==> config.mk <==
export PLATFORM = sky130hd
export DESIGN_NAME = uhc_cmd_irq_mod
export DESIGN_NICKNAME = d
export VERILOG_FILES = /design/src/rtl/uhc_cmd_pkg.sv /design/src/rtl/uhc_rst_sync.sv /design/src/rtl/uhc_cmd_regs.sv /design/src/rtl/uhc_sts_regs.sv /design/src/rtl/uhc_irq_mod.sv /design/src/rtl/uhc_cmd_irq_mod.sv
export SDC_FILE = /design/constraint.sdc
export NUM_CORES = 1
export LEC_CHECK = 0
export ABC_AREA = 1
export BUFFER_PORTS_ARGS = -buffer_cell sky130_fd_sc_hd__buf_4
export CORE_MARGIN = 2
export CORE_UTILIZATION = 53
export CTS_CLUSTER_SIZE = 24
export DETAILED_ROUTE_END_ITERATION = 6
export PLACE_DENSITY = 0.86
export SYNTH_ARGS = -nofsm -noshare
export SYNTH_HDL_FRONTEND = slang
export SYNTH_HIERARCHICAL = 1
export SYNTH_SLANG_ARGS = --single-unit
==> constraint.sdc <==
create_clock -name clk -period 2.8 [get_ports clk]
set_clock_uncertainty 0.2 [all_clocks]
set_input_delay 0.7 -clock clk [delete_from_list [all_inputs] [get_ports clk]]
set_output_delay 0.7 -clock clk [all_outputs]
set_load 0.1 [all_outputs]
==> src/rtl/uhc_cmd_pkg.sv <==
package uhc_cmd_pkg;
  localparam int unsigned REG_W        = 32;
  localparam int unsigned THR_LSB      = 16;
  localparam int unsigned THR_W        = 8;
  localparam int unsigned BIT_PER_EN   = 4;
  localparam int unsigned BIT_ASYNC_EN = 5;
  localparam int unsigned BIT_DOORBELL = 6;
  localparam int unsigned MAX_UFRAMES  = 64;
  localparam int unsigned CNT_W        = THR_W;
  localparam logic [THR_W-1:0] THR_RESET = 8'h08;

  typedef enum logic {ADDR_CMD = 1'b0, ADDR_STS = 1'b1} reg_addr_e;

  typedef struct packed {
    logic [THR_W-1:0] thr;
    logic             async_en;
    logic             per_en;
    logic             doorbell;
  } cmd_t;

  localparam cmd_t CMD_RESET = '{thr: THR_RESET, async_en: 1'b0, per_en: 1'b0, doorbell: 1'b0};

  function automatic logic thr_is_legal(input logic [THR_W-1:0] v);
    return ($countones(v) == 1) && (v <= THR_W'(MAX_UFRAMES));
  endfunction
endpackage

==> src/rtl/uhc_rst_sync.sv <==
module uhc_rst_sync #(
  parameter int unsigned STAGES = 2
) (
  input  logic clk,
  input  logic arst_n,
  output logic rst_n_sync
);
  logic [STAGES-1:0] sr_q;

  always_ff @(posedge clk or negedge arst_n) begin
    if (!arst_n) sr_q <= '0;
    else         sr_q <= {sr_q[STAGES-2:0], 1'b1};
  end

  assign rst_n_sync = sr_q[STAGES-1];
endmodule

==> src/rtl/uhc_cmd_regs.sv <==
module uhc_cmd_regs
  import uhc_cmd_pkg::*;
(
  input  logic             clk,
  input  logic             rst_n,
  input  logic             hc_rst,
  input  logic             wr_cmd,
  input  logic [REG_W-1:0] wdata,
  input  logic             evict_done,
  output cmd_t             cmd_q,
  output logic             evict_ack
);
  cmd_t             cmd_d;
  logic             cmd_en;
  logic [THR_W-1:0] wr_thr;

  assign wr_thr    = wdata[THR_LSB +: THR_W];
  assign evict_ack = cmd_q.doorbell & evict_done;
  assign cmd_en    = wr_cmd | evict_ack | hc_rst;

  always_comb begin
    cmd_d = cmd_q;
    if (wr_cmd) begin
      cmd_d.per_en   = wdata[BIT_PER_EN];
      cmd_d.async_en = wdata[BIT_ASYNC_EN];
      if (wdata[BIT_DOORBELL]) cmd_d.doorbell = 1'b1;
      if (thr_is_legal(wr_thr)) cmd_d.thr = wr_thr;
    end
    if (evict_ack) cmd_d.doorbell = 1'b0;
    if (hc_rst)    cmd_d = CMD_RESET;
  end

  always_ff @(posedge clk or negedge rst_n) begin
    if (!rst_n)      cmd_q <= CMD_RESET;
    else if (cmd_en) cmd_q <= cmd_d;
  end

  AST_THR_KEEP: assert property (@(posedge clk) disable iff (!rst_n)
    wr_cmd && !thr_is_legal(wr_thr) && !hc_rst |=> $stable(cmd_q.thr));
  AST_DB_HOLD: assert property (@(posedge clk) disable iff (!rst_n)
    cmd_q.doorbell && !evict_done && !hc_rst |=> cmd_q.doorbell);
endmodule

==> src/rtl/uhc_sts_regs.sv <==
module uhc_sts_regs #(
  parameter int unsigned NCAUSE = 4
) (
  input  logic              clk,
  input  logic              rst_n,
  input  logic              hc_rst,
  input  logic              wr_sts,
  input  logic [NCAUSE-1:0] wclr,
  input  logic [NCAUSE-1:0] set_vec,
  output logic [NCAUSE-1:0] sts_q
);
  logic [NCAUSE-1:0] sts_d;
  logic [NCAUSE-1:0] clr_mask;
  logic              sts_en;

  assign clr_mask = wr_sts ? wclr : '0;
  assign sts_en   = wr_sts | (|set_vec) | hc_rst;

  always_comb begin
    sts_d = (sts_q & ~clr_mask) | set_vec;
    if (hc_rst) sts_d = '0;
  end

  always_ff @(posedge clk or negedge rst_n) begin
    if (!rst_n)      sts_q <= '0;
    else if (sts_en) sts_q <= sts_d;
  end

  AST_SET_WINS: assert property (@(posedge clk) disable iff (!rst_n)
    !hc_rst && (|set_vec) |=> ((sts_q & $past(set_vec)) == $past(set_vec)));
endmodule

==> src/rtl/uhc_irq_mod.sv <==
module uhc_irq_mod
  import uhc_cmd_pkg::*;
#(
  parameter int unsigned NCAUSE = 4
) (
  input  logic              clk,
  input  logic              rst_n,
  input  logic              hc_rst,
  input  logic              tick,
  input  logic [THR_W-1:0]  thr,
  input  logic [NCAUSE-1:0] sts,
  input  logic [NCAUSE-1:0] en,
  output logic              irq
);
  logic [CNT_W-1:0] cnt_q, cnt_d, cnt_inc;
  logic             armed_q, armed_d;
  logic             pending, boundary, cnt_en;

  assign pending  = |(sts & en);
  assign cnt_inc  = cnt_q + 1'b1;
  assign boundary = tick && (cnt_inc >= thr);
  assign cnt_en   = tick | hc_rst;

  always_comb begin
    cnt_d = boundary ? '0 : cnt_inc;
    if (hc_rst) cnt_d = '0;
  end

  always_comb begin
    armed_d = pending & (armed_q | boundary);
    if (hc_rst) armed_d = 1'b0;
  end

  always_ff @(posedge clk or negedge rst_n) begin
    if (!rst_n)      cnt_q <= '0;
    else if (cnt_en) cnt_q <= cnt_d;
  end

  always_ff @(posedge clk or negedge rst_n) begin
    if (!rst_n) armed_q <= 1'b0;
    else        armed_q <= armed_d;
  end

  assign irq = armed_q & pending;

  AST_IRQ_ON_TICK: assert property (@(posedge clk) disable iff (!rst_n)
    $rose(irq) |-> $past(tick));
endmodule

==> src/rtl/uhc_cmd_irq_mod.sv <==
module uhc_cmd_irq_mod
  import uhc_cmd_pkg::*;
#(
  parameter int unsigned NCAUSE = 4
) (
  input  logic              clk,
  input  logic              rst_n,
  input  logic              hc_rst,
  input  logic              bus_wr,
  input  logic              bus_addr,
  input  logic [31:0]       bus_wdata,
  output logic [31:0]       bus_rdata,
  input  logic              uframe_tick,
  input  logic              evict_done,
  input  logic [NCAUSE-2:0] ext_evt,
  input  logic [NCAUSE-1:0] cause_en,
  output logic              irq,
  output logic              per_sched_en,
  output logic              async_sched_en,
  output logic              doorbell
);
  logic              rst_sync_n;
  logic              wr_cmd, wr_sts, evict_ack;
  cmd_t              cmd_q;
  logic [NCAUSE-1:0] sts_q;
  logic [REG_W-1:0]  cmd_img, sts_img;

  uhc_rst_sync #(.STAGES(2)) u_rst_sync (
    .clk(clk), .arst_n(rst_n), .rst_n_sync(rst_sync_n)
  );

  assign wr_cmd = bus_wr && (reg_addr_e'(bus_addr) == ADDR_CMD);
  assign wr_sts = bus_wr && (reg_addr_e'(bus_addr) == ADDR_STS);

  uhc_cmd_regs u_cmd (
    .clk(clk), .rst_n(rst_sync_n), .hc_rst(hc_rst), .wr_cmd(wr_cmd),
    .wdata(bus_wdata), .evict_done(evict_done), .cmd_q(cmd_q), .evict_ack(evict_ack)
  );

  uhc_sts_regs #(.NCAUSE(NCAUSE)) u_sts (
    .clk(clk), .rst_n(rst_sync_n), .hc_rst(hc_rst), .wr_sts(wr_sts),
    .wclr(bus_wdata[NCAUSE-1:0]), .set_vec({ext_evt, evict_ack}), .sts_q(sts_q)
  );

  uhc_irq_mod #(.NCAUSE(NCAUSE)) u_mod (
    .clk(clk), .rst_n(rst_sync_n), .hc_rst(hc_rst), .tick(uframe_tick),
    .thr(cmd_q.thr), .sts(sts_q), .en(cause_en), .irq(irq)
  );

  always_comb begin
    cmd_img                        = '0;
    cmd_img[THR_LSB +: THR_W]      = cmd_q.thr;
    cmd_img[BIT_DOORBELL]          = cmd_q.doorbell;
    cmd_img[BIT_ASYNC_EN]          = cmd_q.async_en;
    cmd_img[BIT_PER_EN]            = cmd_q.per_en;
    sts_img                        = '0;
    sts_img[NCAUSE-1:0]            = sts_q;
  end

  assign bus_rdata      = (reg_addr_e'(bus_addr) == ADDR_STS) ? sts_img : cmd_img;
  assign per_sched_en   = cmd_q.per_en;
  assign async_sched_en = cmd_q.async_en;
  assign doorbell       = cmd_q.doorbell;

  AST_DB_EVICT: assert property (@(posedge clk) disable iff (!rst_sync_n)
    cmd_q.doorbell && evict_done && !hc_rst |=> !cmd_q.doorbell && sts_q[0]);
  AST_EVICT_IDLE: assert property (@(posedge clk) disable iff (!rst_sync_n)
    !cmd_q.doorbell && evict_done |=> !$rose(sts_q[0]));
  AST_W1C_DROP: assert property (@(posedge clk) disable iff (!rst_sync_n)
    wr_sts && ((sts_q & ~bus_wdata[NCAUSE-1:0]) == '0) && (ext_evt == '0) && !evict_ack
      |=> !irq);
endmodule

Word-level counts from Yosys, hierarchy flattened
Index checks and enable logic that the tools add are counted.
{ "word_totals": {"output_inout_bits": 36, "in_bits": 46, "wordCells": 57, "regBits": 26} }
{ "classes": {"n_reduce_logical": 13, "eq_ne": 1, "order_cmp": 2, "n_addsub": 8, "mux": 11, "n_bitwise": 14} }
{ "op_table": {"columns": ["op", "n"], "rows": [
  ["32-bit adder", 3],
  ["32-bit by 2-bit equality test with 1-bit output (second input constant)", 1],
  ["24-bit two-way mux", 1],
  ["8-bit two-way mux", 3],
  ["11-bit two-way mux", 2],
  ["1-bit by 1-bit adder with 2-bit output", 4],
  ["8-bit by 1-bit adder with 8-bit output (second input constant)", 1],
  ["4-bit bitwise AND", 2],
  ["8-bit greater-or-equal comparator", 1],
  ["8-bit by 7-bit <= comparator with 1-bit output (second input constant)", 1],
  ["4-bit two-way mux", 2],
  ["4-bit OR reduction", 2],
  ["1-bit OR", 6],
  ["3-bit AND reduction", 2],
  ["3-bit nonzero test", 2],
  ["1-bit logical AND", 4],
  ["4-bit inverter", 1],
  ["4-bit OR", 1],
  ["2-bit nonzero test", 2],
  ["1-bit bitwise AND", 3],
  ["1-bit two-way mux", 3],
  ["2-bit AND reduction", 1],
  ["1-bit inverter", 1]
]} }

Longest topological paths before layout
Gate-level depths: netlist (run 1).
{ "depth": {"depth_word": 9, "depth_mapped": 16, "mapped_depth_nobuf": 16} }

Cells and area by module
Netlist (run 1), hierarchy kept.
{ "by_module_without_submodules": {"columns": ["module", "seq_area_each_um2", "area_each_um2", "n_inst", "cells_each"], "rows": [
  ["uhc_irq_mod", 225.2, 769.5, 1, 118],
  ["uhc_cmd_regs", 276.5, 762.0, 1, 94],
  ["uhc_cmd_irq_mod", 0.0, 285.3, 1, 54],
  ["uhc_sts_regs", 100.1, 168.9, 1, 20],
  ["uhc_rst_sync", 50.0, 53.8, 1, 3]
]} }

Least setup slack after synthesis (run 1)
No wires, ideal clock.
{ "synth_timing": {"path_type": "input port to flip-flop", "start": "input port bus_wdata[16]", "end": "register u_cmd/cmd_q[3] (netlist name)", "setup_ps": 65, "cell_stages": 14, "arrival_time_ps": 3407, "n_path_buf": 0, "path_slack_ps": -872, "required_time_ps": 2535, "path_cell_list": "inv_1 -> fa_1 -> fa_1 -> fa_1 -> inv_1 -> ha_1 -> inv_1 -> fa_1 -> nand3_1 -> inv_1 -> nand2_1 -> nor2_4 -> nand4_1 -> nand2_1"} }
{ "synth_via": {"elab_chain_cells": 7, "elab_cells_between_ends": 11, "cone_classes": "add/sub (3); order compare (1); eq/ne (1); mux (3); reduce/logical (3)"} }
{ "synth_lines": {"columns": ["item", "line", "rtl"], "rows": [
  ["from (decl)", "uhc_cmd_irq_mod.sv:11", "input logic [31:0] bus_wdata,"],
  ["1-bit by 1-bit adder with 2-bit output (not written as such)", "uhc_cmd_pkg.sv:24", "return ($countones(v) == 1) && (v <= THR_W'(MAX_UFRAMES));"],
  ["32-bit adder (not written as such) (2 in series)", "uhc_cmd_pkg.sv:24", null],
  ["32-bit by 2-bit equality test with 1-bit output", "uhc_cmd_pkg.sv:24", null],
  ["1-bit logical AND", "uhc_cmd_pkg.sv:24", null],
  ["2-bit nonzero test (no line)", null, null],
  ["3-bit AND reduction (no line)", null, null]
]} }
Parallel ways exist; a longest one is shown, timed or not. The select of a mux whose other input is x is not followed.
A chain may end at the register's enable or synchronous reset.

Worst setup path after layout (run 1)
{ "layout_timing": {"start": "input port bus_wdata[17]", "end": "register u_cmd/cmd_q[5] (netlist name)"} }
{ "layout_via": {"elab_chain_cells": 7, "elab_cells_between_ends": 8, "cone_classes": "add/sub (3); order compare (1); eq/ne (1); reduce/logical (3)"} }
{ "layout_lines": {"columns": ["item", "line"], "rows": [
  ["1-bit by 1-bit adder with 2-bit output (not written as such)", "uhc_cmd_pkg.sv:24"],
  ["32-bit adder (not written as such) (2 in series)", "uhc_cmd_pkg.sv:24"],
  ["32-bit by 2-bit equality test with 1-bit output", "uhc_cmd_pkg.sv:24"],
  ["1-bit logical AND (*)", "uhc_cmd_pkg.sv:24"],
  ["2-bit nonzero test (no line) (*)", null],
  ["3-bit AND reduction (no line) (*)", null]
]} }
Every way passes the cells marked *; elsewhere a longest branch is shown, timed or not.

==> results of run 1 <==
==> kinds of logic after synthesis <==
family                     count (synthesis)  synth area share [%]
and+or+nand+nor                          144                 31.47
xor gates and xnor gates                   3                 1.289
AOI/OAI and AO/OA                         10                 2.884
other                                      2                0.3682
adders and majority gates                 17                 11.90
DFF                                       26                 31.96
buffers and inverters                     87                 20.12
==> layer usage <==
metal / share of wire, % / track usage (%) / vias up
li1: - / - / 944
met1: 43 / 27.02 / 851
met2: 49 / 37.63 / 65
met3: 6.3 / 3.918 / 5
met4: 1.1 / 6.122 / 0
met5: 0 / 0 / -
==> flip-flops by register name, indices dropped and copies added (netlist names) <==
| signal | cells |
|---|---|
| u_cmd/cmd_q | 11 |
| u_mod/armed_q | 1 |
| u_mod/cnt_q | 8 |
| u_rst_sync/sr_q | 2 |
| u_sts/sts_q | 4 |
==> per-stage QoR <==
step                instance area, sq um  power, mW
finish                              2618      1.203
global route                        2618      1.267
CTS                                 2587      1.198
detailed placement                  2481     0.8734
global placement                    2481     0.8645
floorplan                           2160     0.7914
==> worst paths after layout <==
check,startpoint,endpoint,slack (ns),depth (start not counted)
max,bus_wdata[17],u_cmd/cmd_q[5],-0.78,15
min,u_rst_sync/sr_q[0],u_rst_sync/sr_q[1],0.16,0
max reg2reg,u_mod/cnt_q[0],u_mod/cnt_q[6],0.45,13
min reg2reg,u_rst_sync/sr_q[0],u_rst_sync/sr_q[1],0.16,0
max in group asynchronous,u_rst_sync/sr_q[1],u_cmd/cmd_q[3],1.59,0
min in group asynchronous,u_rst_sync/sr_q[1],u_mod/cnt_q[7],0.21,0
==> final cells by class <==
class	instances	area [sq um]
well taps	48	60.06
repair buffers	60	467.9
clock buffers	3	41.29
clock inverters	1	30.03
fillers	299	1071
multi-input cells	192	1100
inverters	67	266.5
flip-flops and latches	26	651.9
==> cell usage in the layout, fill, tap and decap left out, types with 2 or more instances in the layout <==
| cell | netlist | routed |
|---|---|---|
| nor2_1 | 33 | 21 |
| nor2_4 | 2 | 2 |
| dfrtp_1 | 25 | 25 |
| buf_8 | 1 | 2 |
| nor2_2 | 1 | 13 |
| inv_2 | 3 | 7 |
| conb_1 | 2 | 18 |
| nand3_2 | 1 | 4 |
| ha_1 | 13 | 12 |
| a21oi_1 | 7 | 7 |
| xor2_1 | 3 | 3 |
| nor3_1 | 2 | 2 |
| nand2_1 | 77 | 75 |
| inv_1 | 63 | 57 |
| nand3_1 | 13 | 10 |
| fa_1 | 4 | 4 |
| nand2_4 | 2 | 2 |
| clkbuf_8 | 0 | 3 |
| buf_4 | 17 | 57 |
| nand2_2 | 4 | 6 |
| nand4_1 | 8 | 8 |
==> power groups by stage <==
stage,clock network (mW),logic (mW),registers (mW)
finish,0.313,0.474,0.415
global route,0.337,0.510,0.420
CTS,0.323,0.459,0.416
detailed placement,0,0.451,0.423
global placement,0,0.442,0.422
floorplan,0,0.357,0.435
==> worst max-delay path: cells and delay by family <==
kind          cells  cell delay [ns]
buf+inv           5             0.29
simple gates      5             0.54
fa+ha+maj         5             2.07
==> repair_timing <==
item / in CTS / in global routing
pin swaps: 5 / 4
hold buffers: 1 / 0
setup buffers: 1 / 2
endpoints found under the hold margin: 2 / 0
resized for setup: 6 / 3
setup endpoints to repair: 8 / 8
==> impl_metrics.csv, run 1 <==
group,metric,value,unit
power_and_ir_drop,seqPwrFrac,34.5,%
die,core_area,3689,sq um
sta,setup-tns-final,-6.042,ns
status,failed_checks,"negative setup slack",
synthesis,synth_common_cells,"nand2_1, inv_1, nor2_1",
synthesis,synth-edff-count,0,
layout,nNetsFinal,413,
setup_path,crit_arrival,3.60,ns
synthesis,ys_top_cells_by_area,"dfrtp_1, nand2_1, inv_1",
setup_path,critPathMostFrequentCell,"fa_1",
power_and_ir_drop,p_int,0.7261,mW
die,io_pins,82,
clock_tree,cts_sinks,26,
power_and_ir_drop,vdd_drop_max,0.0002723,V
layout,num_antenna_cells,0,
route,dr.pass1.iters,5,
sta,period_share,128.0,%
layout,instances_no_fill,397,
route,num_vias,1865,
global_routing,grt_use_total,21.48,%
setup_path,cpMaxStageDelayCell,"fa_1",
power_and_ir_drop,power_frac_comb,39.4,%
layout,fin_util,70.96,%
global_routing,grt_max_degree,25,
route,wl,4.255,mm
power_and_ir_drop,leakage,1.523,nW
setup_path,cp-start-kind,"input port",
die,dieArea,4360,sq um
synthesis,synth_most_common_cell,"nand2_1",
sta,min_period,3.583,ns
sta,rsz0062_at_grt,"yes",
route,drcViolationCount,0,
layout,syn_to_final_growth,28.34,%
placed_design,place_inst,389,
setup_path,cp-end-kind,"flop",
status,status,"finished with violations",
route,routed_via_density,4.698,
synthesis,synthCells,289,
synthesis,yosys_warnings,6,
sta,drv_slew,0,
sta,max_freq,279.1,MHz
setup_path,worstSetupPathType,"input port to flop",
placed_design,gp_congestion,0.8386,
synthesis,synth_area,2039,sq um
die,row_count,22,
power_and_ir_drop,pwr_density_cell,459.7,nW/um^2
setup_path,worstPathCellList,"buf_8, inv_4, fa_1, fa_1, fa_1, inv_2, ha_4, inv_2, fa_1, nand3_2, inv_2, nand2_2, nor2_4, nand4_1, nand2_1",
global_routing,grt_pass1_wl,7.155,mm
clock_tree,cts_buffer_depth,2,
synthesis,ys_ff_latch,26,
placed_design,numPortBuffers,47,
power_and_ir_drop,power.switching,0.4771,mW
setup_path,slowest_delay,0.57,ns
synthesis,synth.avg_cell_area,7.057,sq um
synthesis,synthDominantCellAreaShare,30.67,%
route,avgRoutedWirePerCell,10.72,um
sta,setup_viol,8,
sta,tightestPinTransition,0.9778,ns
global_routing,antenna_found_initial,0,
power_and_ir_drop,switching_share,39.65,%
synthesis,yosys.area.top_type,"dfrtp_1",
sta,layout_setup_ws,-0.7826,ns
sta,hold_viol_final,0,
clock_tree,clk_latency,0.28,ns
clock_tree,cts_root_buf,"clkbuf_8",
die,initial_core_util,55.29,%
synthesis,ys_async_sr_fraction,100.0,%
worst_hold_path,hold_class,"flop to flop",
synthesis,seq_area_frac_synth,31.96,%
die,die_x,66.03,um
placed_design,hpwlAfterDp,3.284,mm
clock_tree,cts_buffers,3,
route,drtAntennaViolNets,0,
clock_tree,htree_levels,1,
clock_tree,cts_tree,"yes",
die,die_y,66.03,um
global_routing,grt_pass1_vias,1693,
clock_tree,clkTransAtPathRegs,0.09,ns
setup_path,worstPathRequired,2.82,ns
synthesis,synth_cell_types,28,
synthesis,synth-main-ff-cell,"dfrtp_1",
placed_design,place_ws,-1.146,ns
power_and_ir_drop,clkPwrFrac,26.1,%
layout,drive_gt1_share,29.51,%
job,drv_cap,0,
sta,whs,0.1587,ns
sta,slew_headroom,34.81,%
setup_path,crit_fanout,6,
route,drt_iter0_markers,98,
global_routing,grt-ovfl-total,0,
Power figures use the tool's default switching activity.
==> run 2, diff against run 1 <==
==> constraint.sdc (replaced) <==
create_clock -name clk -period 2.8 [get_ports clk]
set_clock_uncertainty 0.2 [all_clocks]
set_input_delay 0.56 -clock clk [delete_from_list [all_inputs] [get_ports clk]]
set_output_delay 0.56 -clock clk [all_outputs]
set_load 0.1 [all_outputs]
==> run 2 against run 1 <==
The run still ends with negative setup slack left. Sequential share of layout area up 0.50 points. Die area did not move. Power fell by 7.0%.
==> impl_metrics.csv, run 2 (synthesized netlist as in run 1, its figures left out) <==
group,metric,value,unit
status,status,"finished with violations",
status,failed_checks,"negative setup slack",
setup_path,cp-start-kind,"input port",
worst_hold_path,hold_class,"flop to flop",
route,drcViolationCount,0,
layout,instances_no_fill,395,
sta,tightestPinTransition,0.9767,ns
setup_path,cp-end-kind,"flop",
sta,layout_setup_ws,-0.6876,ns
route,dr.pass1.iters,4,
global_routing,grt_max_degree,25,
global_routing,grt_use_total,22.01,%
die,core_area,3689,sq um
sta,setup_viol,8,
route,drt_iter0_markers,103,
power_and_ir_drop,pwr_density_cell,435.9,nW/um^2
die,die_y,66.03,um
global_routing,grt-ovfl-total,0,
die,row_count,22,
clock_tree,cts_root_buf,"clkbuf_8",
power_and_ir_drop,vdd_drop_max,0.0002604,V
setup_path,crit_fanout,6,
die,io_pins,82,
layout,post-route-cell-area,2566,sq um
setup_path,worstPathRequired,2.83,ns
sta,slew_headroom,34.89,%
route,drtAntennaViolNets,0,
layout,nNetsFinal,411,
sta,rsz0062_at_grt,"yes",
clock_tree,clkTransAtPathRegs,0.09,ns
placed_design,numPortBuffers,47,
global_routing,grt_pass1_wl,7.438,mm
job,drv_cap,0,
sta,min_period,3.488,ns
layout,layout_commonest_cell,"nand2_1",
route,num_vias,1827,
layout,top_register,"u_cmd/cmd_q",
die,dieArea,4360,sq um
placed_design,hpwlAfterDp,3.287,mm
layout,top_regs,"u_cmd/cmd_q (11), u_mod/cnt_q (8), u_sts/sts_q (4)",
setup_path,crit_arrival,3.51,ns
clock_tree,htree_levels,1,
route,wl,4.192,mm
clock_tree,cts_buffers,3,
sta,period_share,124.6,%
layout,num_antenna_cells,0,
route,routed_via_density,4.625,
sta,hold_viol_final,0,
die,initial_core_util,55.29,%
clock_tree,cts_tree,"yes",
layout,fillerInstances,319,
global_routing,grt_pass1_vias,1753,
layout,layout_common_cells,"nand2_1, inv_1, buf_4",
sta,drv_slew,0,
global_routing,antenna_found_initial,0,
power_and_ir_drop,leakage,1.500,nW
clock_tree,cts_buffer_depth,2,
sta,whs,0.1581,ns
setup_path,worstSetupPathType,"input port to flop",
placed_design,place_area,2459,sq um
layout,drive_gt1_share,28.24,%
layout,syn_to_final_growth,25.83,%
sta,max_freq,286.7,MHz
route,avgRoutedWirePerCell,10.61,um
layout,largest_register_ffs,11,
clock_tree,clk_latency,0.28,ns
placed_design,gp_congestion,0.8859,
placed_design,place_inst,387,
die,die_x,66.03,um
layout,fin_util,69.57,%
clock_tree,cts_sinks,26,
## run 2: metrics by stage
step / worst slack (ns) / TNS (ns) / power (mW)
4_1_cts: -0.6770 / -5.201 / 1.109
2_1_floorplan: -0.6700 / -5.337 / 0.7904
3_5_place_dp: -1.024 / -7.995 / 0.8761
5_1_grt: -0.7890 / -5.897 / 1.181
6_report: -0.6876 / -5.154 / 1.119
3_3_place_gp: -0.9147 / -7.210 / 0.8621
## run 2: where the power goes
part           internal, mW  total (mW)  switching, mW
sequential            0.393       0.414         0.0207
combinational         0.142       0.480          0.338
clock                 0.102       0.225          0.123
## run 2: per-layer routing
metal,wire length [um],GRT usage (%),vias up
li1,-,-,941
met1,1746,26.09,833
met2,2233,40.66,48
met3,156,2.215,5
met4,56,8.418,0
met5,0,0,-
## run 2: critical path: stages
cell and delay (ns):
buf_12 0.09, inv_12 0.03, fa_1 0.55, fa_1 0.43, fa_1 0.46, inv_2 0.09, ha_4 0.13, inv_2 0.03
fa_1 0.50, nand3_2 0.13, inv_2 0.07, nand2_2 0.07, nor2_4 0.17, nand4_1 0.13, nand2_1 0.09
## run 2: final cells by class
| type | instances | area, sq um | area share, % |
|---|---|---|---|
| Clock buffer | 4 | 45.04 | 1.755 |
| Inverter | 67 | 266.5 | 10.39 |
| Multi-Input combinational cell | 192 | 1092 | 42.56 |
| Sequential cell | 26 | 651.9 | 25.40 |
| Tap cell | 48 | 60.06 | 2.340 |
| Timing Repair Buffer | 58 | 450.4 | 17.55 |
## run 2: repair_timing
action,4_1_cts,5_1_grt
pin swaps,2,8
endpoints found under the setup margin,8,8
buffers inserted,1,2
endpoints found under the hold margin,2,0
hold buffers,1,0
resized for setup,4,5
## run 2: path summary, 6_finish.rpt
path	end	slack, ns	cells past startpoint	startpoint
worst max-delay path	u_cmd/cmd_q[8]	-0.69	15	bus_wdata[16]
worst min-delay path	u_rst_sync/sr_q[1]	0.16	0	u_rst_sync/sr_q[0]
worst max register to register	u_mod/cnt_q[0]	0.47	14	u_mod/cnt_q[0]
worst min register to register	u_rst_sync/sr_q[1]	0.16	0	u_rst_sync/sr_q[0]
max in group asynchronous	u_mod/cnt_q[1]	1.60	0	u_rst_sync/sr_q[1]
min in group asynchronous	u_cmd/cmd_q[9]	0.20	0	u_rst_sync/sr_q[1]
